[src/rtl/panel_seq_pkg.sv]
package panel_seq_pkg;
   typedef enum logic [3:0] {
      ST_IDLE,
      ST_CLR,
      ST_INTEG,
      ST_LINE,
      ST_SET1,
      ST_SIG,
      ST_RCLR,
      ST_SET2,
      ST_BASE,
      ST_CONV,
      ST_ENDF
   } seq_state_e;
endpackage

[src/rtl/prs_cfg_bank.sv]
module prs_cfg_bank #(
   parameter int INT_W    = 16,
   parameter int SET_W    = 8,
   parameter int COL_W    = 10,
   parameter int ROW_W    = 5,
   parameter int TBL_W    = 2,
   parameter int MAX_ROWS = 16
) (
   input  logic             clk,
   input  logic             rst_n,
   input  logic             wr,
   input  logic             load,
   input  logic [INT_W-1:0] in_int,
   input  logic [SET_W-1:0] in_set,
   input  logic [ROW_W-1:0] in_rows,
   input  logic [COL_W-1:0] in_cols,
   input  logic [TBL_W-1:0] in_tbl,
   output logic [INT_W-1:0] a_int,
   output logic [SET_W-1:0] a_set,
   output logic [ROW_W-1:0] a_rows,
   output logic [COL_W-1:0] a_cols,
   output logic [TBL_W-1:0] a_tbl
);
   localparam logic [ROW_W-1:0] ROW_CAP = ROW_W'(MAX_ROWS);

   logic [INT_W-1:0] s_int;
   logic [SET_W-1:0] s_set;
   logic [ROW_W-1:0] s_rows;
   logic [COL_W-1:0] s_cols;
   logic [TBL_W-1:0] s_tbl;

   always_ff @(posedge clk) begin
      if (!rst_n) begin
         s_int  <= INT_W'(1);
         s_set  <= SET_W'(1);
         s_rows <= ROW_W'(1);
         s_cols <= COL_W'(1);
         s_tbl  <= '0;
      end else if (wr) begin
         s_int  <= in_int;
         s_set  <= in_set;
         s_rows <= in_rows;
         s_cols <= in_cols;
         s_tbl  <= in_tbl;
      end
   end

   always_ff @(posedge clk) begin
      if (!rst_n) begin
         a_int  <= INT_W'(1);
         a_set  <= SET_W'(1);
         a_rows <= ROW_W'(1);
         a_cols <= COL_W'(1);
         a_tbl  <= '0;
      end else if (load) begin
         a_int  <= (s_int == '0) ? INT_W'(1) : s_int;
         a_set  <= (s_set == '0) ? SET_W'(1) : s_set;
         a_cols <= (s_cols == '0) ? COL_W'(1) : s_cols;
         a_tbl  <= s_tbl;
         if (s_rows == '0)
            a_rows <= ROW_W'(1);
         else if (s_rows > ROW_CAP)
            a_rows <= ROW_CAP;
         else
            a_rows <= s_rows;
      end
   end
endmodule

[src/rtl/prs_seq_fsm.sv]
module prs_seq_fsm
   import panel_seq_pkg::*;
#(
   parameter int INT_W = 16,
   parameter int SET_W = 8,
   parameter int COL_W = 10,
   parameter int ROW_W = 5
) (
   input  logic             clk,
   input  logic             rst_n,
   input  logic             trig,
   input  logic [INT_W-1:0] a_int,
   input  logic [SET_W-1:0] a_set,
   input  logic [ROW_W-1:0] a_rows,
   input  logic [COL_W-1:0] a_cols,
   output seq_state_e       state,
   output logic [ROW_W-1:0] row,
   output logic             accept,
   output logic             ovr
);
   localparam int W1    = (INT_W > SET_W) ? INT_W : SET_W;
   localparam int CNT_W = (W1 > COL_W) ? W1 : COL_W;

   logic [CNT_W-1:0] cnt;
   logic [CNT_W-1:0] int_m1, set_m1, col_m1;
   logic             last_row;

   assign accept   = (state == ST_IDLE) && trig;
   assign int_m1   = CNT_W'(a_int) - CNT_W'(1);
   assign set_m1   = CNT_W'(a_set) - CNT_W'(1);
   assign col_m1   = CNT_W'(a_cols) - CNT_W'(1);
   assign last_row = (row == (a_rows - ROW_W'(1)));

   always_ff @(posedge clk) begin
      if (!rst_n)
         ovr <= 1'b0;
      else if (trig && (state != ST_IDLE))
         ovr <= 1'b1;
   end

   always_ff @(posedge clk) begin
      if (!rst_n) begin
         state <= ST_IDLE;
         cnt   <= '0;
         row   <= '0;
      end else begin
         unique case (state)
            ST_IDLE:  if (trig) state <= ST_CLR;
            ST_CLR: begin
               state <= ST_INTEG;
               cnt   <= int_m1;
               row   <= '0;
            end
            ST_INTEG: if (cnt == '0) state <= ST_LINE; else cnt <= cnt - 1'b1;
            ST_LINE: begin
               state <= ST_SET1;
               cnt   <= set_m1;
            end
            ST_SET1:  if (cnt == '0) state <= ST_SIG; else cnt <= cnt - 1'b1;
            ST_SIG:   state <= ST_RCLR;
            ST_RCLR: begin
               state <= ST_SET2;
               cnt   <= set_m1;
            end
            ST_SET2:  if (cnt == '0) state <= ST_BASE; else cnt <= cnt - 1'b1;
            ST_BASE: begin
               state <= ST_CONV;
               cnt   <= col_m1;
            end
            ST_CONV: begin
               if (cnt != '0)
                  cnt <= cnt - 1'b1;
               else if (last_row)
                  state <= ST_ENDF;
               else begin
                  row   <= row + 1'b1;
                  state <= ST_LINE;
               end
            end
            ST_ENDF:  state <= ST_IDLE;
            default:  state <= ST_IDLE;
         endcase
      end
   end
endmodule

[src/rtl/prs_row_decode.sv]
module prs_row_decode #(
   parameter int MAX_ROWS = 16,
   parameter int ROW_W    = 5
) (
   input  logic                en,
   input  logic [ROW_W-1:0]    idx,
   output logic [MAX_ROWS-1:0] sel
);
   for (genvar g = 0; g < MAX_ROWS; g++) begin : g_row
      assign sel[g] = en && (idx == ROW_W'(g));
   end
endmodule

[src/rtl/panel_readout_seq.sv]
module panel_readout_seq
   import panel_seq_pkg::*;
#(
   parameter int MAX_ROWS = 16,
   parameter int INT_W    = 16,
   parameter int SET_W    = 8,
   parameter int COL_W    = 10,
   parameter int TBL_W    = 2,
   localparam int ROW_W   = $clog2(MAX_ROWS + 1)
) (
   input  logic                clk,
   input  logic                rst_n,
   input  logic                trig,
   input  logic                cfg_wr,
   input  logic [INT_W-1:0]    cfg_int_len,
   input  logic [SET_W-1:0]    cfg_settle,
   input  logic [ROW_W-1:0]    cfg_rows,
   input  logic [COL_W-1:0]    cfg_cols,
   input  logic [TBL_W-1:0]    cfg_table,
   output logic [MAX_ROWS-1:0] row_sel,
   output logic [ROW_W-1:0]    row_idx,
   output logic                clr_strb,
   output logic                cds_base_smp,
   output logic                cds_sig_smp,
   output logic                smp_clk_en,
   output logic                frame_sync,
   output logic                line_sync,
   output logic                busy,
   output logic                overrun,
   output logic [TBL_W-1:0]    act_table
);
   if (MAX_ROWS < 1) begin : g_bad_rows
      $error("MAX_ROWS must be at least 1");
   end
   if (INT_W < 1 || SET_W < 1 || COL_W < 1 || TBL_W < 1) begin : g_bad_w
      $error("all widths must be at least 1");
   end

   seq_state_e       state;
   logic             accept;
   logic             row_on;
   logic [INT_W-1:0] a_int;
   logic [SET_W-1:0] a_set;
   logic [ROW_W-1:0] a_rows;
   logic [COL_W-1:0] a_cols;

   prs_cfg_bank #(
      .INT_W(INT_W), .SET_W(SET_W), .COL_W(COL_W),
      .ROW_W(ROW_W), .TBL_W(TBL_W), .MAX_ROWS(MAX_ROWS)
   ) u_cfg (
      .clk(clk), .rst_n(rst_n), .wr(cfg_wr), .load(accept),
      .in_int(cfg_int_len), .in_set(cfg_settle), .in_rows(cfg_rows),
      .in_cols(cfg_cols), .in_tbl(cfg_table),
      .a_int(a_int), .a_set(a_set), .a_rows(a_rows),
      .a_cols(a_cols), .a_tbl(act_table)
   );

   prs_seq_fsm #(
      .INT_W(INT_W), .SET_W(SET_W), .COL_W(COL_W), .ROW_W(ROW_W)
   ) u_fsm (
      .clk(clk), .rst_n(rst_n), .trig(trig),
      .a_int(a_int), .a_set(a_set), .a_rows(a_rows), .a_cols(a_cols),
      .state(state), .row(row_idx), .accept(accept), .ovr(overrun)
   );

   assign row_on = (state == ST_LINE) || (state == ST_SET1) || (state == ST_SIG) ||
                   (state == ST_RCLR) || (state == ST_SET2) || (state == ST_BASE) ||
                   (state == ST_CONV);

   prs_row_decode #(.MAX_ROWS(MAX_ROWS), .ROW_W(ROW_W)) u_dec (
      .en(row_on), .idx(row_idx), .sel(row_sel)
   );

   assign clr_strb     = (state == ST_CLR) || (state == ST_RCLR);
   assign frame_sync   = (state == ST_CLR) || (state == ST_ENDF);
   assign line_sync    = (state == ST_LINE);
   assign cds_sig_smp  = (state == ST_SIG);
   assign cds_base_smp = (state == ST_BASE);
   assign smp_clk_en   = (state == ST_CONV);
   assign busy         = (state != ST_IDLE);
endmodule

[config.mk]
export PLATFORM = sky130hd
export DESIGN_NAME = panel_readout_seq
export DESIGN_NICKNAME = d
export VERILOG_FILES = /design/src/rtl/panel_seq_pkg.sv /design/src/rtl/prs_cfg_bank.sv /design/src/rtl/prs_seq_fsm.sv /design/src/rtl/prs_row_decode.sv /design/src/rtl/panel_readout_seq.sv
export SDC_FILE = /design/constraint.sdc
export NUM_CORES = 1
export LEC_CHECK = 0
export CAP_MARGIN = 20
export CELL_PAD_IN_SITES_DETAIL_PLACEMENT = 1
export CELL_PAD_IN_SITES_GLOBAL_PLACEMENT = 1
export CORE_MARGIN = 4
export CORE_UTILIZATION = 42
export CTS_CLUSTER_SIZE = 24
export DETAILED_ROUTE_END_ITERATION = 12
export PLACE_DENSITY = 0.77
export SETUP_SLACK_MARGIN = 0.05
export SYNTH_ARGS = -nofsm -noshare
export SYNTH_HDL_FRONTEND = slang
export SYNTH_SLANG_ARGS = --single-unit
[constraint.sdc]
create_clock -name clk -period 3.1 [get_ports clk]
set_clock_uncertainty 0.15 [all_clocks]
set_input_delay 0.31 -clock clk [delete_from_list [all_inputs] [get_ports clk]]
set_output_delay 0.31 -clock clk [all_outputs]
set_load 0.03 [all_outputs]
==> run_results.csv <==
group,metric,value,unit
drt,met3_wirelength,458,µm
sta,setup-tns-final,0,ps
job,cap_violations,0,
outcome,outcome,"finished, final reports clean",
critical_path,regToRegSetupSlack,220,ps
critical_path,critPathArrivalTime,2970,ps
final_layout,antennaDiodeCount,0,
global_route,grt_max_degree,95,
critical_path,cp-start-kind,"flip-flop",
sta,setup_viol,0,
final_layout,final_cell_mix,"dfxtp_1, nand2_1, clkdlybuf4s50_1",
logic_synthesis,avgSynthCellArea,8.63,µm²
clock_network,clk_pin_slew,70,ps
logic_synthesis,synth_simple_gate_area_share,23.9,%
power,seqPwrFrac,34.5,%
sta,slew_violations,0,
power,switching_share,38.6,%
sta,finalCritPeriodShare,92.9,%
power,power_density,752,nW/µm²
logic_synthesis,synth_xor_area_share,4.23,%
clock_network,hold_buffers,0,
sta,hold_violations,0,
power,p_comb_share,41.4,%
sta,fin_crit,2880,ps
final_layout,layout.cells.non_filler,902,
floorplan,num_rows,42,
critical_path,startpoint,"u_fsm.state[3]",
final_layout,nets,776,
power,ir_drop,0.000326,V
critical_path,end_kind,"flip-flop",
drt,via_per_inst,5.51,
clock_network,cts_max_level,3,
floorplan,chipWidth,125,µm
drt,drc,0,
critical_path,rr_worst_depth,9,
floorplan,dieHeight,125,µm
critical_path,r2r_end,"u_fsm.cnt[6]",
critical_path,cp_max_fo,10,
final_layout,mostFrequentLayoutCell,"dfxtp_1",
drt,drt_iter0_markers,279,
logic_synthesis,synth_cells,662,
power,finalPower,0.00527,W
logic_synthesis,netlist_area,5720,µm²
clock_network,clkSinkCount,108,
logic_synthesis,synth_top_family_by_area,"simple AND/OR/NAND/NOR gates",
logic_synthesis,synthAdderAreaFrac,1.97,%
clock_network,clockBufferDepth,2,
logic_synthesis,synth-edff-count,0,
critical_path,critPathRequiredTime,3190,ps
placed_design,place.gp.congestion,0.863,
logic_synthesis,ys_ff_latch,108,
logic_synthesis,yosysUniqueCellTypes,70,
clock_network,clock_latency,350,ps
logic_synthesis,ys_seq_area_share,37.8,%
power,p_leak,2.88,nW
placed_design,placed_cells,886,
final_layout,fin_area,7020,µm²
global_route,antenna_found_initial,0,
power,p_clk_share,24.0,%
logic_synthesis,synth_nets,716,
drt,top_layer_used,"met4",
power,intPower,0.00323,W
sta,slew_headroom,56.2,%
clock_network,root_buffer,"clkbuf_16",
placed_design,io_buffers,75,
drt,drt-met1-wl,7310,µm
logic_synthesis,synth_warnings,0,
floorplan,dieArea,15500,µm²
global_route,grt.total_usage,20.3,%
placed_design,dp_hpwl,11400,µm
drt,vias,4974,
critical_path,rr_startpoint,"u_fsm.state[3]",
logic_synthesis,muxShareOfSynthArea,10.7,%
hold_path,hold_path.class,"in2reg",
drt,wl_met2,7730,µm
critical_path,critical-path-max-stage-delay,520,ps
drt,routedWlPerCell,17.5,µm
logic_synthesis,synthArstFlopShare,0,%
logic_synthesis,synth_compound_area_share,16.6,%
drt,antenna_left,0,
sta,rsz0062_at_grt,"false",
clock_network,cts_tree,"built",
logic_synthesis,synthFlopType,"dfxtp_1",
critical_path,criticalPathCategory,"reg2reg",
critical_path,critPathCapture,"u_fsm.cnt[6]",
placed_design,dpl-instance-area,6620,µm²
global_route,grt-ovfl-total,0,
critical_path,crit_chain,"and4b_4 > a211oi_4 > buf_12 > mux2i_2 > ha_1 > nand3_4 > or4_1 > a31oi_1 > nor2_1",
floorplan,core_area,13300,µm²
global_route,grt_first_pass_wirelength,26400,µm
final_layout,drive_above_1_share,7.16,%
floorplan,start_util,43.0,%
sta,fmax,0.347,GHz
final_layout,syn_to_final_growth,22.7,%
power,p_sw,0.00204,W
drt,first_pass_iters,5,
critical_path,crit_slowest_cell,"or4_1",
drt,wirelength,15800,µm
clock_network,numCtsBuffers,9,
floorplan,ios,76,
global_route,grt_pass1_vias,5293,
sta,timing.hold.ws,172,ps
sta,worst_pin_slew,658,ps
critical path: cells and delay by family (launching register included):
kind            cells  cell delay, ps
flops               1             370
buf+inv             1             180
compound gates      2             520
mux                 1             260
simple gates        4             990
fa+ha+maj           1             290
worst min-delay path by stage:
stage               startpoint  slack (ps)         endpoint  depth (start not counted)
2_1_floorplan  u_cfg.s_rows[0]         290  u_cfg.s_rows[0]                          2
3_3_place_gp    u_cfg.s_tbl[1]         300   u_cfg.a_tbl[1]                          2
3_5_place_dp   u_cfg.a_int[12]         320  u_cfg.a_int[12]                          2
4_1_cts                  rst_n         160   u_fsm.state[2]                          3
5_1_grt                  rst_n         190   u_fsm.state[2]                          3
6_report                 rst_n         170   u_fsm.state[2]                          3
stage by stage:
stage	util [%]	setup WS [ps]
final	52.8	221
after global routing	52.8	55.0
after CTS	52.4	80.1
after detailed placement	49.8	-122
after global placement	49.8	78.5
after floorplan	-	302
logic make-up after synthesis:
family / Yosys count
adder cells (fa/ha/maj): 9
flip-flops: 108
buffers and inverters: 60
multiplexers: 59
AND/OR/NAND/NOR: 265
AO/OA/AOI/OAI: 135
XOR/XNOR: 26
routing by layer:
metal,vias up,GRT usage (%)
met4,0,7.74
met1,2415,25.6
met5,-,0
li1,2445,-
met2,94,35.1
met3,20,2.96
power groups by stage:
stage	Sequential (W)	Clock [W]	Combinational, W
2_1_floorplan	0.00176	0	0.00154
3_3_place_gp	0.00182	0	0.00202
3_5_place_dp	0.00184	0	0.00212
4_1_cts	0.00181	0.00129	0.00218
5_1_grt	0.00185	0.00135	0.00239
6_report	0.00182	0.00127	0.00218
synthesized netlist by cell type, types with 4 or more instances:
library cell	count	share of area [%]
nand2b_1	8	0.88
ha_1	9	2.0
nor4_1	17	1.9
clkbuf_1	34	2.2
o31ai_1	7	0.92
or3_1	4	0.44
nor3_1	14	1.2
a31oi_1	4	0.44
o21ai_0	25	2.2
mux2i_2	6	1.4
nand3_1	11	0.96
nor3b_1	6	0.79
mux2i_1	52	9.1
and2_1	7	0.77
a21oi_1	22	1.9
a21boi_0	37	4.9
inv_1	17	1.1
nor2b_1	41	4.5
nand2_1	97	6.4
xor2_1	14	2.1
dfxtp_1	108	38
nor2_1	34	2.2
xnor2_1	11	1.7
or4_1	10	1.3
nand3b_1	4	0.53
registers in the layout (all words and copies together) (netlist names):
| register | flops |
|---|---|
| u_cfg.a_rows | 5 |
| u_cfg.a_set | 8 |
| u_cfg.a_int | 16 |
| u_cfg.a_cols | 10 |
| u_cfg.s_tbl | 2 |
| u_fsm.state | 4 |
| u_fsm.row | 5 |
| u_fsm.cnt | 16 |
| u_cfg.s_int | 16 |
| u_cfg.s_set | 8 |
| u_cfg.a_tbl | 2 |
| u_cfg.s_cols | 10 |
| u_fsm.ovr | 1 |
| u_cfg.s_rows | 5 |
layout make-up:
type	instances	area, µm²
inverter	17	63.8
clock buffer	12	256
timing repair buffer	92	927
multi-input combinational	494	3310
sequential	108	2170
fill	1520	6280
clock inverter	3	68.8
tap	176	220
repair_timing:
item / 4_1_cts / 5_1_grt
resized for setup: 6 / 14
setup buffers: 1 / 0
pin swaps: 1 / 1
endpoints found under the hold margin: 0 / 0
endpoints found under the setup margin: 14 / 18
(Power assumes the default switching activity.)
